$ cat src/rtl/frp_pkg.sv
package frp_pkg;
  localparam int unsigned ADDR_W    = 3;
  localparam int unsigned DATA_W    = 8;
  localparam int unsigned CTRL_ADDR = 7;  // read-request register
  localparam int unsigned RD_FLAG   = 3;  // request flag bit in CTRL
  localparam int unsigned CFG_ADDR  = 4;  // configuration register
  localparam int unsigned FMT_LSB   = 0;
  localparam int unsigned PDN_BIT   = 6;

  typedef enum logic [1:0] {M_IDLE, M_WR, M_RD, M_DONE} mode_e;

  function automatic logic [31:0] reset_val(input int unsigned idx);
    return (idx == 3) ? 32'h0F : 32'h00;
  endfunction
endpackage

$ cat src/rtl/frp_edge.sv
module frp_edge (
  input  logic clk_i,
  input  logic rst_ni,
  input  logic fs_i,
  output logic fs_rise_o
);
  logic fs_q;

  always_ff @(posedge clk_i or negedge rst_ni) begin
    if (!rst_ni) fs_q <= 1'b0;
    else         fs_q <= fs_i;
  end

  assign fs_rise_o = fs_i & ~fs_q;
endmodule

$ cat src/rtl/frp_regfile.sv
module frp_regfile import frp_pkg::*; #(
  parameter int unsigned AW   = ADDR_W,
  parameter int unsigned DW   = DATA_W,
  localparam int unsigned NREG = 1 << AW
) (
  input  logic               clk_i,
  input  logic               rst_ni,
  input  logic               wr_en_i,
  input  logic [AW-1:0]      wr_addr_i,
  input  logic [DW-1:0]      wr_data_i,
  input  logic               clr_rd_i,
  input  logic [AW-1:0]      rd_addr_i,
  output logic [DW-1:0]      rd_data_o,
  output logic [NREG*DW-1:0] regs_o
);
  localparam int unsigned RD_LIMIT = NREG - 1;  // top address is not readable

  logic [DW-1:0] regs_q [NREG];

  always_ff @(posedge clk_i or negedge rst_ni) begin
    if (!rst_ni) begin
      for (int i = 0; i < NREG; i++) regs_q[i] <= DW'(reset_val(i));
    end else begin
      for (int i = 0; i < NREG; i++) begin
        if (wr_en_i && wr_addr_i == AW'(i))
          regs_q[i] <= wr_data_i;
        else if (clr_rd_i && i == CTRL_ADDR)
          regs_q[i][RD_FLAG] <= 1'b0;
      end
    end
  end

  assign rd_data_o = (int'(rd_addr_i) < RD_LIMIT) ? regs_q[rd_addr_i] : '0;

  for (genvar g = 0; g < NREG; g++) begin : g_flat
    assign regs_o[g*DW +: DW] = regs_q[g];
  end

  // a commit lands in the addressed register
  a_r2_write_lands: assert property (@(posedge clk_i) disable iff (!rst_ni)
    wr_en_i |=> regs_q[$past(wr_addr_i)] == $past(wr_data_i));
  // request flag drops after a read starts
  a_r6_flag_drops: assert property (@(posedge clk_i) disable iff (!rst_ni)
    clr_rd_i |=> !regs_q[CTRL_ADDR][RD_FLAG]);
endmodule

$ cat src/rtl/frp_shift.sv
module frp_shift import frp_pkg::*; #(
  parameter int unsigned AW = ADDR_W,
  parameter int unsigned DW = DATA_W,
  localparam int unsigned FRAME_BITS = AW + DW,
  localparam int unsigned CW = $clog2(FRAME_BITS + 1)
) (
  input  logic          clk_i,
  input  logic          rst_ni,
  input  logic          fs_rise_i,
  input  logic          sden_ni,
  input  logic          sdata_i,
  input  logic          rd_pend_i,
  input  logic [DW-1:0] rd_data_i,
  output logic          wr_en_o,
  output logic [AW-1:0] wr_addr_o,
  output logic [DW-1:0] wr_data_o,
  output logic          clr_rd_o,
  output logic          sdata_o,
  output logic          sdata_oe_o
);
  mode_e                 mode_q;
  logic [CW-1:0]         cnt_q;
  logic [FRAME_BITS-2:0] shift_q;
  logic [DW-1:0]         out_q;
  logic                  drive_q;
  logic                  sample;

  assign sample = fs_rise_i & ~sden_ni;

  always_ff @(posedge clk_i or negedge rst_ni) begin
    if (!rst_ni) begin
      mode_q  <= M_IDLE;
      cnt_q   <= '0;
      shift_q <= '0;
      out_q   <= '0;
      drive_q <= 1'b0;
    end else if (sden_ni) begin
      mode_q  <= M_IDLE;
      cnt_q   <= '0;
      drive_q <= 1'b0;
    end else if (fs_rise_i) begin
      unique case (mode_q)
        M_IDLE: begin
          mode_q  <= rd_pend_i ? M_RD : M_WR;
          cnt_q   <= CW'(1);
          shift_q <= {shift_q[FRAME_BITS-3:0], sdata_i};
        end
        M_WR: begin
          cnt_q   <= cnt_q + 1'b1;
          shift_q <= {shift_q[FRAME_BITS-3:0], sdata_i};
          if (cnt_q == CW'(FRAME_BITS - 1)) mode_q <= M_DONE;
        end
        M_RD: begin
          cnt_q <= cnt_q + 1'b1;
          if (cnt_q == CW'(AW - 1)) begin
            out_q   <= rd_data_i;
            drive_q <= 1'b1;
          end else if (cnt_q == CW'(FRAME_BITS - 1)) begin
            drive_q <= 1'b0;
            mode_q  <= M_DONE;
          end else if (drive_q) begin
            out_q <= {out_q[DW-2:0], 1'b0};
          end
        end
        default: ;  // M_DONE waits for enable release
      endcase
    end
  end

  assign wr_en_o    = sample && mode_q == M_WR && cnt_q == CW'(FRAME_BITS - 1);
  assign wr_addr_o  = shift_q[FRAME_BITS-2 -: AW];
  assign wr_data_o  = {shift_q[DW-2:0], sdata_i};
  assign clr_rd_o   = sample && mode_q == M_IDLE && rd_pend_i;
  assign sdata_o    = out_q[DW-1];
  assign sdata_oe_o = drive_q & ~sden_ni;

  // enable high resets the access
  a_r3_abort_clears: assert property (@(posedge clk_i) disable iff (!rst_ni)
    sden_ni |=> (cnt_q == '0 && !drive_q));
  // position moves only on frame-sync edges
  a_r4_cnt_on_fs: assert property (@(posedge clk_i) disable iff (!rst_ni)
    (!fs_rise_i && !sden_ni) |=> $stable(cnt_q));
  // drive window is the data slots only
  a_r5_drive_window: assert property (@(posedge clk_i) disable iff (!rst_ni)
    drive_q |-> (cnt_q >= CW'(AW) && cnt_q <= CW'(FRAME_BITS - 1) && mode_q == M_RD));
  // request is consumed before the port drives
  a_r6_flag_used: assert property (@(posedge clk_i) disable iff (!rst_ni)
    $rose(drive_q) |-> !rd_pend_i);
endmodule

$ cat src/rtl/frame_reg_port.sv
module frame_reg_port import frp_pkg::*; #(
  parameter int unsigned AW = ADDR_W,
  parameter int unsigned DW = DATA_W,
  localparam int unsigned NREG = 1 << AW
) (
  input  logic               clk_i,
  input  logic               rst_ni,
  input  logic               fs_i,
  input  logic               sden_ni,
  input  logic               sdata_i,
  output logic               sdata_o,
  output logic               sdata_oe_o,
  output logic [NREG*DW-1:0] regs_o,
  output logic [1:0]         fmt_o,
  output logic               pdn_o
);
  logic          fs_rise;
  logic          wr_en, clr_rd;
  logic [AW-1:0] wr_addr;
  logic [DW-1:0] wr_data, rd_data;
  logic [DW-1:0] ctrl_reg, cfg_reg;

  assign ctrl_reg = regs_o[CTRL_ADDR*DW +: DW];
  assign cfg_reg  = regs_o[CFG_ADDR*DW +: DW];

  frp_edge u_edge (
    .clk_i(clk_i), .rst_ni(rst_ni), .fs_i(fs_i), .fs_rise_o(fs_rise)
  );

  frp_shift #(.AW(AW), .DW(DW)) u_shift (
    .clk_i(clk_i), .rst_ni(rst_ni), .fs_rise_i(fs_rise), .sden_ni(sden_ni),
    .sdata_i(sdata_i), .rd_pend_i(ctrl_reg[RD_FLAG]), .rd_data_i(rd_data),
    .wr_en_o(wr_en), .wr_addr_o(wr_addr), .wr_data_o(wr_data),
    .clr_rd_o(clr_rd), .sdata_o(sdata_o), .sdata_oe_o(sdata_oe_o)
  );

  frp_regfile #(.AW(AW), .DW(DW)) u_regs (
    .clk_i(clk_i), .rst_ni(rst_ni), .wr_en_i(wr_en), .wr_addr_i(wr_addr),
    .wr_data_i(wr_data), .clr_rd_i(clr_rd), .rd_addr_i(ctrl_reg[AW-1:0]),
    .rd_data_o(rd_data), .regs_o(regs_o)
  );

  assign fmt_o = cfg_reg[FMT_LSB +: 2];
  assign pdn_o = cfg_reg[PDN_BIT];

  // no drive while the enable is high
  a_r8_oe_released: assert property (@(posedge clk_i) disable iff (!rst_ni)
    sden_ni |-> !sdata_oe_o);
  // decoded fields follow a committed write to the config register
  a_r9_cfg_follows: assert property (@(posedge clk_i) disable iff (!rst_ni)
    (wr_en && wr_addr == AW'(CFG_ADDR)) |=> (pdn_o == $past(wr_data[PDN_BIT])));
endmodule

$ cat config.mk
export PLATFORM = sky130hd
export DESIGN_NAME = frame_reg_port
export DESIGN_NICKNAME = d
export VERILOG_FILES = /design/src/rtl/frp_pkg.sv /design/src/rtl/frp_edge.sv /design/src/rtl/frp_regfile.sv /design/src/rtl/frp_shift.sv /design/src/rtl/frame_reg_port.sv
export SDC_FILE = /design/constraint.sdc
export NUM_CORES = 1
export LEC_CHECK = 0
export CORE_UTILIZATION = 53
export DETAILED_ROUTE_END_ITERATION = 8
export GPL_TIMING_DRIVEN = 1
export PLACE_DENSITY = 0.85
export SYNTH_ARGS = -nofsm -noshare
export SYNTH_HDL_FRONTEND = slang
export SYNTH_SLANG_ARGS = --single-unit
$ cat constraint.sdc
create_clock -name clk_i -period 2.1 [get_ports clk_i]
set_input_delay 0.63 -clock clk_i [delete_from_list [all_inputs] [get_ports clk_i]]
set_output_delay 0.63 -clock clk_i [all_outputs]
set_load 0.05 [all_outputs]
==> results.py, run 1 <==
metrics = {
    "worst_setup_path": {
        "cp_max_fo": 5,
        "setup.worst_path.start_class": "register",
        "cp.required_ns": 2.34,
        "cp-end-kind": "register",
        "critPathKind": "reg -> reg",
        "cp.arrival_ns": 2.22,
    },
    "yosys": {
        "syn_nets": 320,
        "ys_async_sr_fraction_pct": 100.0,
        "yosysTopAreaCellShare_pct": 50.16,
        "ys_ff_latch": 90,
        "yosysMostFrequentCell": "dfrtp_1",
        "synth-compound-area-share_pct": 5.220,
        "synthAdderAreaFrac_pct": 1.750,
        "synth_area_leaders": "dfrtp_1 50%, mux2_2 18%, mux4_2 6.8%",
        "synth_common_cells": "86 x dfrtp_1, 70 x mux2_2, 16 x o21ai_0",
        "synthMuxAreaShare_pct": 28.55,
        "synth-edff-count": 0,
        "synthFlopType": "dfrtp_1",
        "synth_top_family_by_area": "multiplexers",
        "postSynthAreaPerCell_sq_um": 13.88,
        "synth_area_leader_cell": "dfrtp_1",
        "yosys_warnings": 0,
        "netlist_instances": 309,
        "yosys.area_share.simple_pct": 8.691,
        "yosysSeqAreaShare_pct": 52.61,
        "syn_area_sq_um": 4290,
        "synth_cell_types": 42,
        "synth_xor_area_share_pct": 0,
    },
    "route": {
        "drt.antenna.violating_nets": 0,
        "wl_per_cell_um": 19.98,
        "first_pass_iters": 4,
        "num_vias": 2935,
        "drt_iter0_drc": 231,
        "drc": 0,
        "post_drt_via_cell_ratio": 5.835,
        "drt_wl_total_um": 10050,
    },
    "timing": {
        "period_share_pct": 94.33,
        "hold_viol": 0,
        "slew-limit-headroom_pct": 60.88,
        "worst-slew-pin-transition_ns": 0.5867,
        "setup_ws_ns": 0.1190,
        "fin_skew_ns": 0.01015,
        "setup_viol": 0,
        "slew_violations": 0,
        "max_freq_mhz": 504.8,
        "period_needed_ns": 1.981,
        "rsz0062_at_grt": "false",
    },
    "global_routing": {
        "grt_use_total_pct": 25.70,
        "grt_pass1_vias": 3028,
        "antenna_found_initial": 0,
        "grt_start_max_net_pins": 91,
        "grt_use_met1_pct": 35.90,
        "grt_busiest_layer": "met2",
        "met3_usage_pct": 4.478,
        "grt_overflow": 0,
        "grt_first_pass_wirelength_um": 16350,
        "met2_usage_pct": 40.49,
    },
    "floorplanning": {
        "fp.dieH_um": 91.97,
        "design.portCount": 74,
        "rows": 32,
        "die_x_um": 91.97,
        "start_util_pct": 55.24,
        "core_area_sq_um": 7767,
        "dieArea_sq_um": 8458,
    },
    "clocking": {
        "cts_made_buffers": 9,
        "cts-htree-levels": 3,
        "path_clk_slew_ns": 0.09,
        "clock_latency_ns": 0.35,
        "cts_tree": "built",
        "cts_root_buffer": "clkbuf_8",
        "cts.sinks": 90,
        "clk_path_buf_depth": 2,
    },
    "pwr": {
        "vdd_drop_max_mv": 0.4364,
        "powerDensity_nw_per_um2": 640.9,
        "finalPower_uw": 3452,
        "p_leak_uw": 0.002560,
    },
    "layout": {
        "post-route-cell-area_sq_um": 5386,
        "final_layout_size_suffix_gt1_share_pct": 52.62,
        "multiInputGateArea_sq_um": 1919,
        "area_growth_pct": 25.55,
        "seq_area_sq_um": 2257,
        "fill_cells": 549,
        "antennaDiodeCount": 0,
        "finalNetCount": 407,
        "fin_util_pct": 69.35,
    },
    "placed_design": {
        "dp_worst_setup_slack_ns": -0.3755,
        "dpl_cell_area_sq_um": 5139,
        "port_buffers": 73,
        "dp_hpwl_um": 7076,
        "gp_congestion": 0.8087,
    },
    "outcome": {
        "run_status": "finished, final reports clean",
    },
    "hold_path": {
        "min_path_type": "in -> async",
    },
    "run": {
        "maxCapViolations": 0,
    },
}
==> state kept, by name, summed over array words and instances (netlist names) <==
signal,count
u_edge.fs_q,1
u_regs.regs_o,64
u_shift.cnt_q,4
u_shift.drive_q,1
u_shift.mode_q,2
u_shift.out_q,8
u_shift.shift_q,10
==> power breakdown <==
group	switching [uW]	internal (uW)	leakage, uW
registers	196	1800	0.00123
clock network	600	614	0.0000986
logic	118	119	0.00123
total	914	2540	0.00256
==> metrics by stage <==
step	hold slack, ns	TNS [ns]	instances
2_1_floorplan	0.3344	0	309
3_3_place_gp	0.5019	-22.17	486
3_5_place_dp	0.5098	-24.01	486
4_1_cts	0.3251	0	502
5_1_grt	0.3433	0	503
6_report	0.2954	0	503
==> metal layers <==
layer	vias up	share of wire, %
li1	1309	-
met1	1517	44
met4	0	2.0
met3	18	5.5
met2	91	49
met5	-	0
==> cell usage in the layout (no fill, tap or decap), drive strengths merged, types with 2 or more instances in the layout <==
cell type / Yosys / final
mux2: 73 / 73
nor2b: 3 / 3
mux4: 13 / 13
dfstp: 4 / 4
nand3: 4 / 4
mux2i: 11 / 11
nor3: 4 / 4
nand2b: 2 / 2
nand4: 6 / 6
clkbuf: 7 / 12
o21ai: 16 / 16
nand4b: 2 / 2
ha: 6 / 6
and2: 2 / 2
a21oi: 6 / 6
o211ai: 8 / 8
a211oi: 2 / 2
nand3b: 5 / 5
clkinvlp: 0 / 2
nand2: 7 / 7
buf: 17 / 97
inv: 5 / 5
dfrtp: 86 / 86
nor2: 6 / 6
nor3b: 5 / 5
==> cell families (layout without fill, tap and decap cells) <==
logic type,count (synthesis),count (layout)
flops,90,90
compound gates,37,37
buf+inv,29,121
mux,97,97
simple gates,50,50
fa+ha+maj,6,6
==> repair_timing <==
item / 4_1_cts / 5_1_grt
resized for setup: 5 / 6
hold buffers: 0 / 0
gates cloned: 0 / 0
setup buffers: 0 / 1
endpoints found under the setup margin: 5 / 51
pin swaps: 2 / 3
==> area by class of cell <==
type,count,share of cell area [%]
Sequential cell,90,41.90
Multi-Input combinational cell,190,35.63
Timing Repair Buffer,100,15.93
Clock buffer,12,2.880
Tap cell,102,2.369
Clock inverter,4,0.9292
Inverter,5,0.3484
==> path summary, 6_finish.rpt <==
| check | start | end | slack (ns) | depth (start not counted) |
|---|---|---|---|---|
| min in group clk_i | fs_i | u_edge.fs_q | 0.46 | 1 |
| setup reg to reg | u_shift.cnt_q[0] | u_regs.regs_o[13] | 0.12 | 7 |
| hold / removal | rst_ni | u_shift.drive_q | 0.30 | 2 |
| hold reg to reg | u_regs.regs_o[53] | u_regs.regs_o[53] | 0.53 | 1 |
| max in group asynchronous | rst_ni | u_regs.regs_o[27] | 1.39 | 2 |
| setup / recovery | u_shift.cnt_q[0] | u_regs.regs_o[13] | 0.12 | 7 |
==> critical path, stage by stage, from the launching register on <==
cell      delay (ns)
dfrtp_1         0.43
inv_2           0.10
ha_4            0.15
nand4b_1        0.17
nand3b_4        0.27
nor3b_4         0.26
buf_6           0.15
mux2_2          0.33
Note: power is estimated with default switching activity, not from simulation.
==> inputs of run 2 (changes only) <==
Settings changed: SKIP_LAST_GASP from default to 1.
==> results of run 2 <==
Same layout as run 1: the final DEF is identical, and so are final timing and power.
==> inputs of run 3 (changes only) <==
==> constraint.sdc (replaced) <==
create_clock -name clk_i -period 2.1 [get_ports clk_i]
set_input_delay 0.21 -clock clk_i [delete_from_list [all_inputs] [get_ports clk_i]]
set_output_delay 0.21 -clock clk_i [all_outputs]
set_load 0.05 [all_outputs]
==> run 3 against run 2 <==
  * First-iteration DRC count fell by 25%
  * Die area did not move
  * Routed wire length rose by 5.9%
  * Design area rose by 2.5%
  * Clock-buffer cell count fell by 2
  * Global-route usage rose by 1.2 points
  * Register-to-register slack got worse by 0.08 ns
  * Power rose by 0.42%
  * Non-clock buffer count rose by 3
  * Setup slack got worse by 0.077 ns
  * Largest power group unchanged
  * Highest routed layer unchanged
==> results.py, run 3 (synthesis gave the netlist of run 1 again) <==
metrics = {
    "hold_path": {
        "min_path_type": "in -> async",
    },
    "timing": {
        "hold_viol": 0,
        "worst-slew-pin-transition_ns": 0.5441,
        "setup_ws_ns": 0.04154,
        "setup_viol": 0,
        "rsz0062_at_grt": "true",
        "period_needed_ns": 2.058,
        "slew_violations": 0,
        "max_freq_mhz": 485.8,
        "fin_skew_ns": 0.01178,
        "period_share_pct": 98.02,
        "slew-limit-headroom_pct": 63.61,
    },
    "worst_setup_path": {
        "cp.required_ns": 2.36,
        "cp_max_fo": 4,
        "rr_worst_depth": 7,
        "r2r_slack_ns": 0.04,
        "setup.worst_path.start_class": "register",
        "critPathKind": "reg -> reg",
        "r2r-end": "u_regs.regs_o[9]",
        "cp-end-kind": "register",
        "r2r_start": "u_shift.mode_q[1]",
        "cp.arrival_ns": 2.31,
    },
    "global_routing": {
        "grt_use_met1_pct": 36.32,
        "grt_first_pass_wirelength_um": 16960,
        "met2_usage_pct": 41.29,
        "antenna_found_initial": 0,
        "grt_overflow": 0,
        "grt_start_max_net_pins": 54,
        "grt_pass1_vias": 3069,
        "grt_use_total_pct": 26.91,
        "grt_busiest_layer": "met2",
        "met3_usage_pct": 4.975,
    },
    "route": {
        "first_pass_iters": 4,
        "drt_iter0_drc": 174,
        "drc": 0,
        "wl_per_cell_um": 21.04,
        "post_drt_via_cell_ratio": 5.925,
        "num_vias": 2998,
        "drt_wl_total_um": 10650,
        "drt.antenna.violating_nets": 0,
    },
    "clocking": {
        "cts.sinks": 90,
        "cts_made_buffers": 9,
        "cts_root_buffer": "clkbuf_8",
        "clk_path_buf_depth": 2,
        "clock_latency_ns": 0.37,
        "cts-htree-levels": 3,
        "cts_tree": "built",
        "path_clk_slew_ns": 0.09,
    },
    "placed_design": {
        "dpl_cell_area_sq_um": 5284,
        "dp_hpwl_um": 7233,
        "dp_worst_setup_slack_ns": 0.03838,
        "port_buffers": 73,
        "gp_congestion": 0.8165,
    },
    "outcome": {
        "run_status": "finished, final reports clean",
    },
    "pwr": {
        "finalPower_uw": 3467,
        "p_leak_uw": 0.002417,
        "powerDensity_nw_per_um2": 628.0,
        "vdd_drop_max_mv": 0.4437,
    },
    "floorplanning": {
        "design.portCount": 74,
        "dieArea_sq_um": 8458,
        "start_util_pct": 55.24,
        "core_area_sq_um": 7767,
        "die_x_um": 91.97,
        "fp.dieH_um": 91.97,
        "rows": 32,
    },
    "layout": {
        "antennaDiodeCount": 0,
        "final_cell_mix": "86 x dfrtp_1, 70 x mux2_2, 68 x clkdlybuf4s50_1",
        "final_layout_size_suffix_gt1_share_pct": 36.63,
        "area_growth_pct": 28.67,
        "fin_util_pct": 71.07,
        "finalNetCount": 410,
        "post-route-cell-area_sq_um": 5520,
        "final_common_cell": "dfrtp_1",
        "largest_reg_flops": 64,
    },
    "run": {
        "maxCapViolations": 0,
    },
}
==> run 3: layer usage <==
layer / vias up / wire [um]
li1: 1310 / -
met1: 1560 / 4671
met2: 92 / 5088
met3: 36 / 516
met4: 0 / 369
met5: - / 0
==> run 3: worst max-delay path by stage <==
stage                     slack (ns)  cells past startpoint               from                 to
final                           0.04                      7  u_shift.mode_q[1]   u_regs.regs_o[9]
after global routing           -0.12                      7   u_shift.cnt_q[0]  u_shift.mode_q[1]
after floorplan                 0.18                      5  u_regs.regs_o[57]   u_shift.out_q[6]
after global placement          0.09                      6            sden_ni  u_regs.regs_o[58]
after detailed placement        0.04                      6               fs_i  u_regs.regs_o[12]
after CTS                       0.06                      7  u_shift.mode_q[1]  u_regs.regs_o[13]
==> run 3: cell type report <==
| cell class | count | area, sq um |
|---|---|---|
| Clock inverter | 6 | 66.31 |
| Inverter | 5 | 18.77 |
| Multi-Input combinational cell | 190 | 1911 |
| Tap cell | 102 | 127.6 |
| Sequential cell | 90 | 2257 |
| Timing Repair Buffer | 103 | 1012 |
| Clock buffer | 10 | 127.6 |
| Fill cell | 530 | 2247 |
==> run 3: metrics by stage <==
| stage | TNS, ns | hold WS [ns] | std cells |
|---|---|---|---|
| after CTS | 0 | 0.3559 | 504 |
| after global placement | 0 | 0.2056 | 487 |
| after detailed placement | 0 | 0.2150 | 487 |
| final | 0 | 0.3453 | 506 |
| after floorplan | 0 | -0.08559 | 309 |
| after global routing | -0.2358 | 0.3831 | 506 |
==> run 3: critical path, stage by stage, from the launching register on <==
cell	delay, ns
dfrtp_1	0.43
inv_1	0.10
ha_2	0.20
nand4b_1	0.20
nand3b_4	0.27
nor3b_4	0.24
buf_4	0.17
mux2_2	0.34
==> run 3: what timing repair did <==
action	4_1_cts	5_1_grt
hold endpoints to repair	36	0
setup buffers	0	2
endpoints found under the setup margin	0	19
resized for setup	0	5
hold buffers	1	0
==> run 3: where the power goes <==
part / switching [uW] / internal (uW)
clock: 659 / 553
combinational: 124 / 124
sequential: 202 / 1800
